==> src/rtl/pc_pkg.sv <==
package pc_pkg;
   typedef enum logic [1:0] {
      PC_NOCHANGE  = 2'b00,
      PC_UPGRADE   = 2'b01,
      PC_DOWNGRADE = 2'b10
   } pc_class_e;
endpackage

==> src/rtl/pc_timer.sv <==
module pc_timer #(
   parameter int unsigned LEN = 100000
) (
   input  logic clk,
   input  logic rst,
   output logic last
);
   localparam int unsigned CW = (LEN > 2) ? $clog2(LEN) : 1;

   logic [CW-1:0] cnt;

   assign last = (cnt == CW'(LEN - 1));

   always_ff @(posedge clk) begin
      if (rst)       cnt <= '0;
      else if (last) cnt <= '0;
      else           cnt <= cnt + CW'(1);
   end
endmodule

==> src/rtl/pc_accum.sv <==
module pc_accum #(
   parameter int unsigned IN_W  = 3,
   parameter int unsigned ACC_W = 20
) (
   input  logic             clk,
   input  logic             rst,
   input  logic             clr,
   input  logic [IN_W-1:0]  inc,
   output logic [ACC_W-1:0] sum_next
);
   logic [ACC_W-1:0] acc;

   always_comb sum_next = acc + ACC_W'(inc);

   always_ff @(posedge clk) begin
      if (rst)      acc <= '0;
      else if (clr) acc <= '0;
      else          acc <= sum_next;
   end
endmodule

==> src/rtl/pc_decide.sv <==
module pc_decide
   import pc_pkg::*;
#(
   parameter int unsigned TPUT_W = 20,
   parameter int unsigned UTIL_W = 24
) (
   input  logic [TPUT_W-1:0] tput,
   input  logic [UTIL_W-1:0] util_a,
   input  logic [UTIL_W-1:0] util_b,
   input  logic [TPUT_W-1:0] tput_hi,
   input  logic [TPUT_W-1:0] tput_lo,
   input  logic [UTIL_W-1:0] util_hi,
   input  logic [UTIL_W-1:0] util_lo,
   output pc_class_e         cls
);
   logic [UTIL_W-1:0] util;
   logic              want_up, want_down;

   always_comb begin
      util      = (util_a > util_b) ? util_a : util_b;
      want_up   = (util > util_hi) || (tput > tput_hi);
      want_down = (util < util_lo) && (tput < tput_lo);
      if (want_up)        cls = PC_UPGRADE;
      else if (want_down) cls = PC_DOWNGRADE;
      else                cls = PC_NOCHANGE;
   end
endmodule

==> src/rtl/phase_classifier.sv <==
module phase_classifier
   import pc_pkg::*;
#(
   parameter int unsigned INTERVAL_CYCLES = 100000,
   parameter int unsigned RETIRE_W        = 3,
   parameter int unsigned INT_OCC_W       = 7,
   parameter int unsigned FP_OCC_W        = 6,
   parameter int unsigned TPUT_W          = 20,
   parameter int unsigned INT_ACC_W       = 24,
   parameter int unsigned FP_ACC_W        = 23,
   localparam int unsigned UTIL_W = (INT_ACC_W > FP_ACC_W) ? INT_ACC_W : FP_ACC_W
) (
   input  logic                 clk,
   input  logic                 rst,
   input  logic [RETIRE_W-1:0]  retire_cnt,
   input  logic [INT_OCC_W-1:0] int_occ,
   input  logic [FP_OCC_W-1:0]  fp_occ,
   input  logic [TPUT_W-1:0]    thr_tput_hi,
   input  logic [TPUT_W-1:0]    thr_tput_lo,
   input  logic [UTIL_W-1:0]    thr_util_hi,
   input  logic [UTIL_W-1:0]    thr_util_lo,
   output logic                 cls_valid,
   output logic [1:0]           cls_code
);
   localparam longint MAX_TPUT = longint'((2 ** RETIRE_W) - 1) * longint'(INTERVAL_CYCLES);
   localparam longint MAX_INT  = longint'((2 ** INT_OCC_W) - 1) * longint'(INTERVAL_CYCLES);
   localparam longint MAX_FP   = longint'((2 ** FP_OCC_W) - 1) * longint'(INTERVAL_CYCLES);

   generate
      if (INTERVAL_CYCLES < 2)
         $error("phase_classifier: INTERVAL_CYCLES must be at least 2");
      if (MAX_TPUT >= (longint'(1) << TPUT_W))
         $error("phase_classifier: TPUT_W too narrow for one window");
      if (MAX_INT >= (longint'(1) << INT_ACC_W))
         $error("phase_classifier: INT_ACC_W too narrow for one window");
      if (MAX_FP >= (longint'(1) << FP_ACC_W))
         $error("phase_classifier: FP_ACC_W too narrow for one window");
   endgenerate

   logic                 win_last;
   logic [TPUT_W-1:0]    tput_sum;
   logic [INT_ACC_W-1:0] int_sum;
   logic [FP_ACC_W-1:0]  fp_sum;
   pc_class_e            cls_now;

   pc_timer #(.LEN(INTERVAL_CYCLES)) u_timer (
      .clk  (clk),
      .rst  (rst),
      .last (win_last)
   );

   pc_accum #(.IN_W(RETIRE_W), .ACC_W(TPUT_W)) u_acc_tput (
      .clk (clk), .rst (rst), .clr (win_last), .inc (retire_cnt), .sum_next (tput_sum)
   );

   pc_accum #(.IN_W(INT_OCC_W), .ACC_W(INT_ACC_W)) u_acc_int (
      .clk (clk), .rst (rst), .clr (win_last), .inc (int_occ), .sum_next (int_sum)
   );

   pc_accum #(.IN_W(FP_OCC_W), .ACC_W(FP_ACC_W)) u_acc_fp (
      .clk (clk), .rst (rst), .clr (win_last), .inc (fp_occ), .sum_next (fp_sum)
   );

   pc_decide #(.TPUT_W(TPUT_W), .UTIL_W(UTIL_W)) u_decide (
      .tput    (tput_sum),
      .util_a  (UTIL_W'(int_sum)),
      .util_b  (UTIL_W'(fp_sum)),
      .tput_hi (thr_tput_hi),
      .tput_lo (thr_tput_lo),
      .util_hi (thr_util_hi),
      .util_lo (thr_util_lo),
      .cls     (cls_now)
   );

   always_ff @(posedge clk) begin
      if (rst) begin
         cls_valid <= 1'b0;
         cls_code  <= PC_NOCHANGE;
      end else begin
         cls_valid <= win_last;
         if (win_last) cls_code <= cls_now;
      end
   end
endmodule

==> config.mk <==
export PLATFORM = sky130hd
export DESIGN_NAME = phase_classifier
export DESIGN_NICKNAME = d
export VERILOG_FILES = /design/src/rtl/pc_pkg.sv /design/src/rtl/pc_timer.sv /design/src/rtl/pc_accum.sv /design/src/rtl/pc_decide.sv /design/src/rtl/phase_classifier.sv
export SDC_FILE = /design/constraint.sdc
export NUM_CORES = 1
export LEC_CHECK = 0
export BUFFER_PORTS_ARGS = -buffer_cell sky130_fd_sc_hd__buf_2
export CAP_MARGIN = 15
export CORE_UTILIZATION = 55
export DETAILED_ROUTE_END_ITERATION = 10
export PLACE_DENSITY_LB_ADDON = 0.1
export SLEW_MARGIN = 5
export SYNTH_ARGS = -nofsm -noshare
export SYNTH_HDL_FRONTEND = slang
export SYNTH_SLANG_ARGS = --single-unit
export TNS_END_PERCENT = 50
==> constraint.sdc <==
create_clock -name clk -period 7 [get_ports clk]
set_input_delay 0.7 -clock clk [delete_from_list [all_inputs] [get_ports clk]]
set_output_delay 0.7 -clock clk [all_outputs]
set_load 0.01 [all_outputs]
==> insert_results.sql, run 1 <==
INSERT INTO impl_metrics (metric_group, metric, value, unit) VALUES
('outcome', 'status', 'finished, final reports clean', ''),
('floorplanning', 'initial_core_util', '56.4', '%'),
('global_route', 'antenna_violations_before_repair', '1', ''),
('cells_and_area', 'post_layout_nonfiller_instances', '1160', ''),
('critical_path', 'crit_end', 'cls_code[1]', ''),
('clocking', 'numClockSinks', '87', ''),
('critical_path', 'crit_path_max_fanout', '12', ''),
('flow_run', 'max-cap-violations', '0', ''),
('critical_path', 'worstPathArrival', '6.81', 'ns'),
('clocking', 'tritoncts', 'yes', ''),
('floorplanning', 'floorplan_core_area', '12700', 'um^2'),
('critical_path', 'worstSetupEndpointType', 'flop', ''),
('synthesis', 'synth_top_cells_by_area', 'dfxtp_1 (24%), ha_1 (22%), inv_1 (6.4%)', ''),
('cells_and_area', 'final_nets', '1216', ''),
('critical_path', 'crit_path_max_incr_delay', '0.41', 'ns'),
('clocking', 'hold_buffers', '0', ''),
('detailed_routing', 'vias_per_cell', '5.24', ''),
('pwr', 'design_power_total', '2.44', 'mW'),
('clocking', 'ctsLongestPathBuffers', '2', ''),
('synthesis', 'async_reset_ff_share', '0', '%'),
('synthesis', 'most_area_hungry_cell_type_in_the_yosys_netlist', 'dfxtp_1', ''),
('timing', 'tns', '0', 'ns'),
('floorplanning', 'num_rows', '41', ''),
('synthesis', 'synth_edf_count', '0', ''),
('clocking', 'ctsResizeCount', '0', ''),
('floorplanning', 'design.die.area', '13500', 'um^2'),
('timing', 'tightest_slew', '0.550', 'ns'),
('placement', 'place_hpwl', '13600', 'um'),
('detailed_routing', 'drtIter0Drc', '226', ''),
('global_route', 'grt_util_all_layers', '26.5', '%'),
('cells_and_area', 'antenna-diode-count', '0', ''),
('cells_and_area', 'drive_gt1_share', '14.9', '%'),
('timing', 'finalCritPeriodShare', '93.0', '%'),
('clocking', 'cts.reportedPaths.clkPinSlew', '0.07', 'ns'),
('synthesis', 'post_synth_num_cell_types', '60', ''),
('global_route', 'pin_count_of_the_biggest_net_entering_global_routing', '48', ''),
('global_route', 'globalRouteOverflowTotal', '0', ''),
('critical_path', 'critical_path.reg2reg.endpoint', 'cls_code[1]', ''),
('detailed_routing', 'vias', '6080', ''),
('critical_path', 'start_kind', 'input port', ''),
('min_path', 'worst_hold_path.num_cells', '1', ''),
('timing', 'finClkSkew', '0.00640', 'ns'),
('synthesis', 'synth.ff_latch_count', '87', ''),
('synthesis', 'synth_top_area_share', '24.4', '%'),
('timing', 'finalSetupViolCount', '0', ''),
('synthesis', 'syn_avg_cell_area', '8.24', 'um^2'),
('clocking', 'clock_latency', '0.35', 'ns'),
('global_route', 'number_of_global_route_vias_before_repair', '6104', ''),
('placement', 'gp_congestion', '0.853', ''),
('clocking', 'number_of_buffers_inserted_to_repair_setup_after_cts', '0', ''),
('min_path', 'min-delay-path-class', 'reg -> reg', ''),
('critical_path', 'worst_reg2reg_startpoint', 'u_acc_fp.acc[0]', ''),
('clocking', 'cts-buffers-inserted', '9', ''),
('placement', 'port_buffers', '108', ''),
('detailed_routing', 'drc', '0', ''),
('floorplanning', 'die_x', '116', 'um'),
('detailed_routing', 'ant_nets', '0', ''),
('detailed_routing', 'post_drt_wl_per_cell', '14.1', 'um'),
('critical_path', 'worst-r2r-setup-slack', '0.61', 'ns'),
('global_route', 'wire_length_of_the_first_global_routing_pass', '27600', 'um'),
('critical_path', 'critical-path-slowest-cell', 'a211oi_1', ''),
('detailed_routing', 'finalWirelength', '16400', 'um'),
('timing', 'rsz0062_at_grt', 'no', ''),
('synthesis', 'synth.yosys.seq_area_share', '24.4', '%'),
('timing', 'layout_min_cycle_time', '6.51', 'ns'),
('floorplanning', 'boundary_pin_count', '109', ''),
('clocking', 'htree_num_levels', '3', ''),
('synthesis', 'syn_inst', '868', ''),
('placement', 'numPlacedInstances', '1144', ''),
('min_path', 'hold_path.startpoint', 'u_timer.cnt[0]', ''),
('clocking', 'clockRootBuffer', 'clkbuf_16', '');
-- sequential cells by signal (all words and copies together) (netlist names) --
signal / flops
cls_code: 2
u_acc_fp.acc: 23
u_timer.cnt: 17
u_acc_tput.acc: 20
u_acc_int.acc: 24
cls_valid: 1
-- cell type report --
class | instances | area, um^2
Multi-Input combinational cell | 645 | 4880
Fill cell | 1163 | 4410
Sequential cell | 87 | 1740
Timing Repair Buffer | 118 | 616
Inverter | 122 | 458
Clock buffer | 9 | 225
Tap cell | 172 | 215
Clock inverter | 7 | 126
-- cells by family after synthesis --
| group | after synthesis | share of synthesized area (%) |
|---|---|---|
| AND/OR/NAND/NOR | 283 | 20.5 |
| AO/OA/AOI/OAI | 141 | 13.0 |
| buffers and inverters | 136 | 7.39 |
| adder cells (fa/ha/maj) | 127 | 22.5 |
| flip-flops | 87 | 24.4 |
| XOR/XNOR | 72 | 9.12 |
| multiplexers | 22 | 3.08 |
-- stage by stage --
step | utilization (%) | cell area [um^2] | hold slack [ns] | setup WS [ns]
final | 65.2 | 8260 | 0.447 | 0.489
after detailed placement | 62.4 | 7910 | 0.438 | 0.184
after global routing | 65.2 | 8260 | 0.487 | 0.0103
after floorplan | - | 7150 | 0.413 | 0.671
after CTS | 65.2 | 8260 | 0.448 | 0.527
after global placement | 62.4 | 7910 | 0.427 | 0.390
-- metal layers --
| layer | GRT usage, % | share of wire, % |
|---|---|---|
| met1 | 32.1 | 45 |
| met2 | 46.4 | 48 |
| met3 | 6.22 | 4.4 |
| met4 | 8.21 | 1.9 |
| met5 | 0 | 0 |
-- critical path, delay by kind of cell --
family                     cells  cell delay [ns]
AOI/OAI and AO/OA             12             2.60
xor gates and xnor gates       1             0.19
adders and majority gates      4             1.20
buffers and inverters          3             0.40
muxes                          1             0.36
and+or+nand+nor                9             1.37
-- synthesized netlist by cell type, drive strengths merged, types with 4 or more instances --
library cell,instances
ha,124
inv,122
nor2,94
dfxtp,87
a21oi,46
xor2,37
o21ai,34
xnor2,34
nand2,32
and2,28
nand4,28
nand3,26
mux2i,22
a21o,21
and3,21
nor3,12
a211oi,11
nor2b,11
clkbuf,10
nand2b,8
and4,6
o211ai,5
or3,5
buf,4
-- cells in the final DEF (no fill, tap or decap), types with 5 or more instances in the layout --
master     count
dfxtp_1       87
a211oi_1       8
a21o_1        21
and3_1        21
xor2_1        37
or3_1          5
and2_1        28
nand2_1       32
clkbuf_16      9
o21ai_0       32
buf_2        108
nor2b_1       11
a21oi_1       45
ha_1         124
nor2_1        93
xnor2_1       33
nand2b_1       8
inv_1        122
nand4_1       28
nand3_1       26
and4_1         6
mux2i_1       22
nor3_1        12
buf_4         10
o211ai_1       5
-- power breakdown --
group | leakage [nW] | internal [mW] | switching [mW]
clock network | 0.169 | 0.354 | 0.218
registers | 0.706 | 0.532 | 0.0189
logic | 3.52 | 0.608 | 0.712
total | 4.39 | 1.49 | 0.949
-- how the worst min path moves through the flow --
stage	slack, ns	end
5_1_grt	0.49	u_timer.cnt[0]
6_report	0.45	u_timer.cnt[0]
3_5_place_dp	0.44	u_timer.cnt[0]
3_3_place_gp	0.43	u_timer.cnt[0]
2_1_floorplan	0.41	u_timer.cnt[0]
4_1_cts	0.45	u_timer.cnt[0]
(Power assumes the default switching activity.)
==> run 2, diff against run 1 <==
--- a/config.mk
+++ b/config.mk
@@ -5,6 +5,7 @@
 export SDC_FILE = /design/constraint.sdc
 export NUM_CORES = 1
 export LEC_CHECK = 0
+export ABC_AREA = 1
 export BUFFER_PORTS_ARGS = -buffer_cell sky130_fd_sc_hd__buf_2
 export CAP_MARGIN = 15
 export CORE_UTILIZATION = 55
==> run 2 against run 1 <==
  * Critical path depth is 10 higher
  * Combinational power hardly changed
  * Clock skew up 0.0052 ns
  * Sequential share of layout area down 0.13 points
  * Area after synthesis grew 2.0%
  * Final cell count increased by 14%
  * Sequential power hardly changed
  * Largest power group unchanged
==> insert_results.sql, run 2 <==
INSERT INTO impl_metrics (metric_group, metric, value, unit) VALUES
('timing', 'hold_viol', '0', ''),
('placement', 'dp_slack', '0.369', 'ns'),
('pwr', 'design_power_total', '2.32', 'mW'),
('detailed_routing', 'ant_nets', '0', ''),
('cells_and_area', 'leading_cell_type_in_the_layout_fill_and_taps_excluded', 'inv_1', ''),
('cells_and_area', 'post_layout_nonfiller_instances', '1327', ''),
('synthesis', 'synth.yosys.seq_area_share', '23.9', '%'),
('cells_and_area', 'final_design_area_no_fill', '8310', 'um^2'),
('critical_path', 'worst-r2r-setup-slack', '0.80', 'ns'),
('critical_path', 'critPathTopFamily', 'simple AND/OR/NAND/NOR gates', ''),
('timing', 'timing.slew.headroom', '49.2', '%'),
('critical_path', 'worstPathBufferInverterCount', '4', ''),
('synthesis', 'post_synth_num_cell_types', '52', ''),
('cells_and_area', 'mostFrequentLayoutCells', 'inv_1 (204), nand2_1 (176), nor2_1 (129)', ''),
('floorplanning', 'boundary_pin_count', '109', ''),
('min_path', 'worst_hold_path.num_cells', '1', ''),
('timing', 'fin_ws', '0.695', 'ns'),
('synthesis', 'syn_avg_cell_area', '7.01', 'um^2'),
('placement', 'numPlacedInstances', '1311', ''),
('floorplanning', 'design.die.area', '13700', 'um^2'),
('clocking', 'clockRootBuffer', 'clkbuf_16', ''),
('critical_path', 'crit_path_max_fanout', '40', ''),
('cells_and_area', 'final_nets', '1383', ''),
('synthesis', 'syn_inst', '1040', ''),
('cells_and_area', 'antenna-diode-count', '0', ''),
('cells_and_area', 'largest_registers', 'u_acc_int.acc (24), u_acc_fp.acc (23), u_acc_tput.acc (20)', ''),
('global_route', 'number_of_global_route_vias_before_repair', '5975', ''),
('global_route', 'pin_count_of_the_biggest_net_entering_global_routing', '52', ''),
('min_path', 'hold-path-endpoint', 'u_timer.cnt[0]', ''),
('timing', 'final-max-slew-violation-count', '0', ''),
('clocking', 'htree_num_levels', '3', ''),
('cells_and_area', 'largest-register', 'u_acc_int.acc', ''),
('clocking', 'number_of_buffers_inserted_to_repair_setup_after_cts', '0', ''),
('pwr', 'maximum_ir_drop_on_the_vdd_rail', '0.354', 'mV'),
('critical_path', 'critical_path.reg2reg.endpoint', 'cls_code[1]', ''),
('synthesis', 'ys.flop_type', 'dfxtp_1', ''),
('detailed_routing', 'vias', '6629', ''),
('synthesis', 'synth.ff_latch_count', '87', ''),
('placement', 'gp_congestion', '0.840', ''),
('clocking', 'numClockSinks', '87', ''),
('cells_and_area', 'drive_gt1_share', '14.5', '%'),
('timing', 'finClkSkew', '0.0116', 'ns'),
('floorplanning', 'num_rows', '41', ''),
('timing', 'tns', '0', 'ns'),
('global_route', 'globalRouteOverflowTotal', '0', ''),
('clocking', 'clock_latency', '0.35', 'ns'),
('timing', 'holdWs', '0.456', 'ns'),
('synthesis', 'ys_warn_count', '0', ''),
('global_route', 'antenna_violations_before_repair', '0', ''),
('cells_and_area', 'fillerInstances', '1186', ''),
('flow_run', 'max-cap-violations', '0', ''),
('synthesis', 'synth_nets', '1273', ''),
('floorplanning', 'die_x', '117', 'um'),
('cells_and_area', 'multi_input_gate_area_in_the_final_layout', '4690', 'um^2'),
('clocking', 'tritoncts', 'yes', ''),
('critical_path', 'critPathMostFrequentCell', 'nand2_1', ''),
('clocking', 'ctsLongestPathBuffers', '2', ''),
('synthesis', 'synth_most_common_cell', 'inv_1', ''),
('min_path', 'hold_path.startpoint', 'u_timer.cnt[0]', ''),
('detailed_routing', 'number_of_iterations_in_the_first_detailed_routing_pass', '5', ''),
('cells_and_area', 'regArea', '1740', 'um^2'),
('synthesis', 'synth_commonest_cells', 'inv_1 (204), nand2_1 (176), nor2_1 (129), ha_1 (124), dfxtp_1 (87)', ''),
('timing', 'tightest_slew', '0.742', 'ns'),
('synthesis', 'synth_edf_count', '0', ''),
('detailed_routing', 'drc', '0', ''),
('placement', 'port_buffers', '108', ''),
('cells_and_area', 'areaGrowthSynthToFinish', '14.0', '%'),
('critical_path', 'timing.reg2reg.worst_path_depth', '39', ''),
('synthesis', 'synth_top_cells_by_area', 'dfxtp_1 (24%), ha_1 (21%), inv_1 (10%)', ''),
('placement', 'place_hpwl', '13400', 'um'),
('global_route', 'wire_length_of_the_first_global_routing_pass', '26400', 'um'),
('detailed_routing', 'drtIter0Drc', '268', ''),
('critical_path', 'worstSetupEndpointType', 'flop', ''),
('floorplanning', 'initial_core_util', '57.1', '%'),
('min_path', 'min-delay-path-class', 'reg -> reg', ''),
('global_route', 'grt_util_all_layers', '24.9', '%'),
('clocking', 'hold_buffers', '0', ''),
('floorplanning', 'floorplan_core_area', '12800', 'um^2'),
('outcome', 'status', 'finished, final reports clean', ''),
('critical_path', 'worst_reg2reg_startpoint', 'u_acc_fp.acc[0]', ''),
('synthesis', 'syn-cell-area', '7290', 'um^2'),
('cells_and_area', 'fin_util', '65.1', '%'),
('timing', 'finalSetupViolCount', '0', ''),
('timing', 'finalCritPeriodShare', '90.1', '%'),
('pwr', 'static-leakage-power', '4.53', 'nW'),
('timing', 'layout_min_cycle_time', '6.31', 'ns'),
('detailed_routing', 'post_drt_wl_per_cell', '12.2', 'um'),
('detailed_routing', 'vias_per_cell', '5.00', ''),
('placement', 'post_dp_cell_area', '8020', 'um^2'),
('timing', 'clock.fmax', '159', 'MHz'),
('synthesis', 'synth_top_area_share', '23.9', '%'),
('pwr', 'cell_pwr_density', '279', 'nW/um^2'),
('clocking', 'cts.reportedPaths.clkPinSlew', '0.07', 'ns'),
('critical_path', 'critPathRequiredTime', '7.30', 'ns'),
('critical_path', 'crit_path_max_incr_delay', '0.49', 'ns'),
('critical_path', 'worstPathArrival', '6.61', 'ns'),
('critical_path', 'timing.setup.critical_path_class', 'in -> reg', ''),
('critical_path', 'critical-path-slowest-cell', 'a2111oi_0', ''),
('timing', 'rsz0062_at_grt', 'no', ''),
('synthesis', 'most_area_hungry_cell_type_in_the_yosys_netlist', 'dfxtp_1', ''),
('floorplanning', 'die_h', '117', 'um'),
('critical_path', 'start_kind', 'input port', ''),
('clocking', 'ctsResizeCount', '0', ''),
('cells_and_area', 'largest_register_ff_count', '24', ''),
('detailed_routing', 'finalWirelength', '16200', 'um'),
('clocking', 'cts-buffers-inserted', '9', ''),
('synthesis', 'async_reset_ff_share', '0', '%');
## run 2: cell count changes in the layout (fill, tap and decap cells not counted), sizes merged, moves of 11 or more
cell	delta
nand3	+15
nand2	+151
nor2b	-11
and2	-27
inv	+93
and3	-20
a21o	-21
a21oi	+12
nor2	+39
xnor2	-18
nand4	-11
mux2i	-22
## run 2: worst max path at each step
stage	end	slack, ns	from	depth (start not counted)
2_1_floorplan	cls_code[1]	1.42	fp_occ[0]	40
6_report	cls_code[1]	0.69	fp_occ[0]	40
3_5_place_dp	cls_code[1]	0.37	fp_occ[0]	40
4_1_cts	cls_code[1]	0.72	fp_occ[0]	40
3_3_place_gp	cls_code[1]	0.44	fp_occ[0]	40
5_1_grt	cls_code[1]	0.06	int_occ[0]	40
## run 2: per-layer routing
layer | vias up | track usage [%] | share of wire, %
met4 | 0 | 7.93 | 1.5
met3 | 17 | 4.12 | 4.5
met1 | 2925 | 33.6 | 50
li1 | 3555 | - | -
met5 | - | 0 | 0
met2 | 132 | 40.6 | 44
## run 2: cells by family (layout without fill, tap and decap cells)
family          Yosys count  after routing  share of synthesized area [%]
simple gates            418            418                           25.6
xor+xnor                 53             53                           6.57
fa+ha+maj               127            127                           22.1
flops                    87             87                           23.9
buf+inv                 228            343                           11.8
compound gates          127            127                           10.1
## run 2: power by group
part / switching (mW) / leakage, nW / internal [mW]
sequential: 0.0177 / 0.706 / 0.532
clock: 0.220 / 0.137 / 0.255
combinational: 0.818 / 3.68 / 0.473
## run 2: area by class of cell
| type | instances | area share [%] |
|---|---|---|
| multi-input cells | 725 | 56.4 |
| clock inverters | 6 | 0.632 |
| flip-flops and latches | 87 | 20.9 |
| well taps | 172 | 2.59 |
| repair buffers | 111 | 6.77 |
| clock buffers | 10 | 2.87 |
| inverters | 216 | 9.75 |
